**src/rtl/io_intercept.sv**
```systemverilog
module io_intercept #(
  parameter int ADDR_W = 32
) (
  input  logic              clk,
  input  logic              rst_n,
  input  logic              req_valid,
  input  logic [15:0]       req_port,
  input  logic [2:0]        req_len,
  input  logic              req_in,
  input  logic              req_str,
  input  logic              req_rep,
  input  logic              req_imm,
  input  logic [ADDR_W-1:0] base_lo,
  input  logic [ADDR_W-1:0] base_hi,
  input  logic              ctl_bitmap,
  input  logic              ctl_exit_all,
  output logic              rd_req,
  output logic [ADDR_W-1:0] rd_addr,
  input  logic              rd_valid,
  input  logic [7:0]        rd_data,
  output logic              done,
  output logic              exit_o,
  output logic [31:0]       qual
);

  localparam int OFF_W = 12;
  localparam logic [OFF_W-1:0] LAST_OFF = '1;

  typedef enum logic [1:0] {S_IDLE, S_LO, S_HI} st_t;
  st_t st;

  logic [15:0]       p_port;
  logic [2:0]        p_len;
  logic [3:0]        p_flags;
  logic [ADDR_W-1:0] a_lo, a_hi;
  logic [7:0]        lo_byte;

  function automatic logic [31:0] mk_qual(input logic [15:0] pt, input logic [2:0] ln,
                                          input logic [3:0] fl);
    logic [2:0] lm1;
    lm1 = ln - 3'd1;
    return {pt, 9'd0, fl[0], fl[1], fl[2], fl[3], lm1};
  endfunction

  wire        accept  = (st == S_IDLE) && req_valid;
  wire [16:0] end_all = {1'b0, req_port} + {14'd0, req_len};
  wire        wraps   = end_all > 17'h10000;
  wire [15:0] end_hlf = {1'b0, req_port[14:0]} + {13'd0, req_len};
  wire        strad   = end_hlf > 16'h8000;
  wire [3:0]  flg_now = {req_in, req_str, req_rep, req_imm};

  wire [ADDR_W-1:0] off_now = ADDR_W'(req_port[14:3]);
  wire [ADDR_W-1:0] sel_bs  = req_port[15] ? base_hi : base_lo;
  wire [ADDR_W-1:0] nlo     = strad ? base_lo + ADDR_W'(LAST_OFF) : sel_bs + off_now;
  wire [ADDR_W-1:0] nhi     = strad ? base_hi : sel_bs + off_now + ADDR_W'(1);

  wire [15:0] pmask  = ((16'd1 << p_len) - 16'd1) << p_port[2:0];
  wire        hit    = |({rd_data, lo_byte} & pmask);

  assign rd_req  = (st == S_LO) || (st == S_HI);
  assign rd_addr = (st == S_HI) ? a_hi : a_lo;

  always_ff @(posedge clk or negedge rst_n) begin
    if (!rst_n) begin
      st      <= S_IDLE;
      p_port  <= '0;
      p_len   <= '0;
      p_flags <= '0;
      a_lo    <= '0;
      a_hi    <= '0;
      lo_byte <= '0;
      done    <= 1'b0;
      exit_o  <= 1'b0;
      qual    <= '0;
    end else begin
      done   <= 1'b0;
      exit_o <= 1'b0;
      qual   <= '0;
      case (st)
        S_IDLE: if (accept) begin
          if (ctl_bitmap && !wraps) begin
            st      <= S_LO;
            p_port  <= req_port;
            p_len   <= req_len;
            p_flags <= flg_now;
            a_lo    <= nlo;
            a_hi    <= nhi;
          end else begin
            done <= 1'b1;
            if (ctl_bitmap || ctl_exit_all) begin
              exit_o <= 1'b1;
              qual   <= mk_qual(req_port, req_len, flg_now);
            end
          end
        end
        S_LO: if (rd_valid) begin
          lo_byte <= rd_data;
          st      <= S_HI;
        end
        S_HI: if (rd_valid) begin
          st   <= S_IDLE;
          done <= 1'b1;
          if (hit) begin
            exit_o <= 1'b1;
            qual   <= mk_qual(p_port, p_len, p_flags);
          end
        end
        default: st <= S_IDLE;
      endcase
    end
  end

  p_wrap_exit_r1: assert property (@(posedge clk) disable iff (!rst_n)
    (accept && ctl_bitmap && wraps) |=> (done && exit_o && !rd_req));

  p_all_exit_r5: assert property (@(posedge clk) disable iff (!rst_n)
    (accept && !ctl_bitmap && ctl_exit_all) |=> (done && exit_o && !rd_req));

  p_none_r6: assert property (@(posedge clk) disable iff (!rst_n)
    (accept && !ctl_bitmap && !ctl_exit_all) |=> (done && !exit_o));

  p_hold_addr_r8: assert property (@(posedge clk) disable iff (!rst_n)
    (rd_req && !rd_valid) |=> (rd_req && $stable(rd_addr)));

  p_done_idle_r9: assert property (@(posedge clk) disable iff (!rst_n)
    done |-> !rd_req);

  p_exit_done_r7: assert property (@(posedge clk) disable iff (!rst_n)
    exit_o |-> (done && qual[15:7] == 9'd0));

  p_qual_zero_r7: assert property (@(posedge clk) disable iff (!rst_n)
    !exit_o |-> (qual == 32'd0));

endmodule

```
**config.mk**
```make
export PLATFORM = sky130hd
export DESIGN_NAME = io_intercept
export DESIGN_NICKNAME = d
export VERILOG_FILES = /design/src/rtl/io_intercept.sv
export SDC_FILE = /design/constraint.sdc
export NUM_CORES = 1
export LEC_CHECK = 0
export BUFFER_PORTS_ARGS = -buffer_cell sky130_fd_sc_hd__buf_2
export CAP_MARGIN = 10
export CORE_MARGIN = 2
export CORE_UTILIZATION = 48
export DETAILED_ROUTE_END_ITERATION = 12
export GPL_TIMING_DRIVEN = 1
export PLACE_DENSITY = 0.73
export SYNTH_ARGS = -nofsm -noshare
export SYNTH_HDL_FRONTEND = slang
export SYNTH_SLANG_ARGS = --single-unit
```
**constraint.sdc**
```tcl
create_clock -name clk -period 3.2 [get_ports clk]
set_input_delay 0.48 -clock clk [delete_from_list [all_inputs] [get_ports clk]]
set_output_delay 0.48 -clock clk [all_outputs]
set_load 0.05 [all_outputs]
```
==> results.py <==
metrics = {
    "finish": {
        "n_antenna_cell": 0,
        "area_growth_syn_to_layout_pct": 44.49,
        "drive_above_1_share": 0.4088,
        "final_net_count": 1660,
        "fillers": 1476,
    },
    "timing": {
        "period_share": 1.048,
        "finalSetupViolations": 40,
        "hold_viol": 0,
        "tightest_slew_ns": 0.8169,
        "slew_headroom": 0.4554,
        "max_freq_mhz": 298.2,
        "setup_ws_ns": -0.1532,
        "hold_ws_ns": 0.1288,
        "rsz0062_at_grt": "true",
        "setup_tns_ns": -4.065,
        "slew_violations": 0,
        "skew_ns": 0.009915,
        "period_needed_ns": 3.353,
    },
    "synthesis": {
        "synth_ff_type": "dfrtp_1",
        "synth_mux_area_frac": 0.09105,
        "synth_xor_area_frac": 0.08859,
        "syn_avg_cell_area_um2": 8.250,
        "synth.top_cell.area_share": 0.3160,
        "yosys-top-cells-area": "dfrtp_1 32%, nand2_1 7.1%, mux2_2 6.3%",
        "synth_warnings": 0,
        "synth_compound_area_frac": 0.1987,
        "synth_simple_gate_area_share": 0.2162,
        "synth-seq-area-share": 0.3160,
        "synth_seq_cells": 122,
        "synthArstFlopShare": 1.000,
        "synth_top_family_by_area": "simple AND/OR/NAND/NOR gates",
        "synth_edf_count": 0,
        "synthAdderAreaFrac": 0.04170,
        "syn_area_um2": 9661,
        "yosysTopAreaCell": "dfrtp_1",
        "synthCells": 1171,
        "synthDistinctLibCells": 86,
        "yosysMostFrequentCell": "nand2_1",
        "synthTopCellsByCount": "182 x nand2_1, 122 x dfrtp_1, 92 x o21ai_0, 87 x nor2_1, 68 x a21oi_1",
    },
    "floorplan": {
        "die_x_um": 145.9,
        "placementRows": 51,
        "fp.dieH_um": 145.9,
        "ioPinCount": 168,
        "dieArea_um2": 21280,
        "start_util": 0.4931,
        "core_area_um2": 19590,
    },
    "clocking": {
        "cts_hold_buf": 0,
        "clock_latency_ns": 0.43,
        "cts_made_buffers": 17,
        "ctsLongestPathBuffers": 2,
        "cts_tree": "done",
        "htree_levels": 4,
        "cts_sinks": 122,
        "cts_root_buffer": "clkbuf_16",
        "clkTransAtPathRegs_ns": 0.07,
    },
    "place": {
        "gp_congestion": 1.004,
        "dpl.hpwl_um": 24230,
        "dpl_worst_slack_ns": -0.6933,
        "io_buffers": 158,
    },
    "global_route": {
        "grt_pass1_wl_um": 52050,
        "grt_overflow": 0,
        "use_met2": 0.5019,
        "antenna_found_initial": 0,
        "grtUsageTotal": 0.3027,
        "met3_usage": 0.04608,
        "grt_pass1_vias": 10086,
        "busiest_layer": "met2",
        "grt_max_degree": 61,
        "globalRouteMet1Util": 0.4015,
    },
    "drt": {
        "vias": 10697,
        "vias_per_cell": 5.923,
        "dr.pass1.iters": 7,
        "ant_nets": 0,
        "wire_per_inst_um": 19.22,
        "drtIter0Drc": 1094,
        "routed_wl_um": 34710,
        "post-route-drc-count": 0,
    },
    "worst_setup_path": {
        "cp_max_fo": 12,
        "cp_data_required_time_ns": 3.51,
        "crit_path_start_kind": "register",
        "reg2regPathDepth": 17,
        "crit_arrival_ns": 3.66,
        "cp-end-kind": "register",
        "path_class": "register to register",
    },
    "status": {
        "status": "complete, but fails checks",
        "violations": "negative setup slack",
    },
    "min_path": {
        "hp-class": "input pin to async pin",
    },
    "pwr": {
        "cellLeakagePower_uw": 0.006457,
        "ir_worst_vdd_mv": 0.4892,
        "power_density_nw_per_um2": 763.1,
    },
    "run": {
        "maxCapViolations": 0,
    },
}
-- through the flow --
| stage | cells | power, µW | area [µm²] | utilization |
|---|---|---|---|---|
| global route | 1806 | 11240 | 13960 | 0.7125 |
| CTS | 1783 | 10200 | 13410 | 0.6846 |
| floorplan | 1179 | 6516 | 10120 | - |
| global placement | 1739 | 8058 | 12530 | 0.6396 |
| finish | 1806 | 10650 | 13960 | 0.7125 |
| detailed placement | 1739 | 8166 | 12530 | 0.6396 |
-- layer usage --
| metal | wire length (µm) | up-vias | share of wire |
|---|---|---|---|
| met1 | 13800 | 5085 | 0.40 |
| met2 | 16520 | 605 | 0.48 |
| met3 | 2996 | 135 | 0.086 |
| met5 | 0 | - | 0 |
| li1 | - | 4872 | - |
| met4 | 1394 | 0 | 0.040 |
-- power breakdown --
group / internal, µW / switching [µW]
Clock: 1090 / 833
Combinational: 2430 / 3690
Sequential: 2190 / 413
Total: 5710 / 4940
-- cell type report --
type                            instances  area [µm²]  area share
Clock inverter                         14       138.9    0.009950
Tap cell                              265       331.6     0.02375
Clock buffer                           18       429.2     0.03075
Multi-Input combinational cell        954        7029      0.5036
Sequential cell                       122        3053      0.2187
Timing Repair Buffer                  405        2869      0.2055
Inverter                               28       107.6    0.007709
-- path summary, 6_finish.rpt --
| check | startpoint | end | slack, ns |
|---|---|---|---|
| max in group asynchronous | rst_n | p_port[2]$_DFFE_PN0P_ | 2.30 |
| hold reg to reg | a_hi[10]$_DFFE_PN0P_ | a_hi[10]$_DFFE_PN0P_ | 0.47 |
| min in group clk | req_rep | p_flags[1]$_DFFE_PN0P_ | 0.26 |
| setup / recovery | p_len[0]$_DFFE_PN0P_ | qual[25]$_DFF_PN0_ | -0.15 |
| hold / removal | rst_n | a_hi[6]$_DFFE_PN0P_ | 0.13 |
| setup reg to reg | p_len[0]$_DFFE_PN0P_ | qual[25]$_DFF_PN0_ | -0.15 |
-- registers in the layout (all words and copies together) (netlist names) --
| signal | flops |
|---|---|
| a_hi | 32 |
| st | 2 |
| p_len | 3 |
| p_port | 16 |
| p_flags | 4 |
| exit_o | 1 |
| lo_byte | 8 |
| done | 1 |
| qual | 23 |
| a_lo | 32 |
-- critical path, stage by stage, from the launching register on --
cell and delay [ns]:
dfrtp_1 0.41, inv_2 0.11, ha_4 0.14, nor2b_4 0.15, inv_2 0.05, ha_4 0.16, buf_6 0.13, xnor2_2 0.16
nand2_1 0.07, a32o_2 0.31, a222oi_1 0.26, mux2_4 0.23, nand2_4 0.05, o21ai_2 0.09, a221oi_2 0.09, o311a_4 0.42
clkbuf_16 0.19, a22o_1 0.19
-- cells by family after synthesis --
kind of cell,Yosys count
other cells,1
simple gates,441
mux,81
xor+xnor,96
flops,122
fa+ha+maj,31
compound gates,296
buf+inv,103
-- what timing repair did --
item | CTS | global route
pin swaps | 31 | 45
buffers inserted | 12 | 20
resized for setup | 41 | 65
setup endpoints to repair | 45 | 61
cloned | 0 | 3
-- cell usage in the layout (no fill, tap or decap), types with 11 or more instances in the layout --
master,n
a21o_1,11
a21oi_1,62
a22o_1,23
and3_1,17
buf_2,156
buf_4,225
buf_6,11
clkbuf_16,20
dfrtp_1,122
ha_1,13
ha_4,12
inv_1,22
mux2_2,52
mux2i_1,26
nand2_1,178
nand3_1,34
nand4_1,18
nor2_1,82
nor3_1,21
o21ai_0,75
o21ai_1,28
xnor2_1,43
xor2_1,34
No activity file was read; power rests on OpenSTA's default activity.
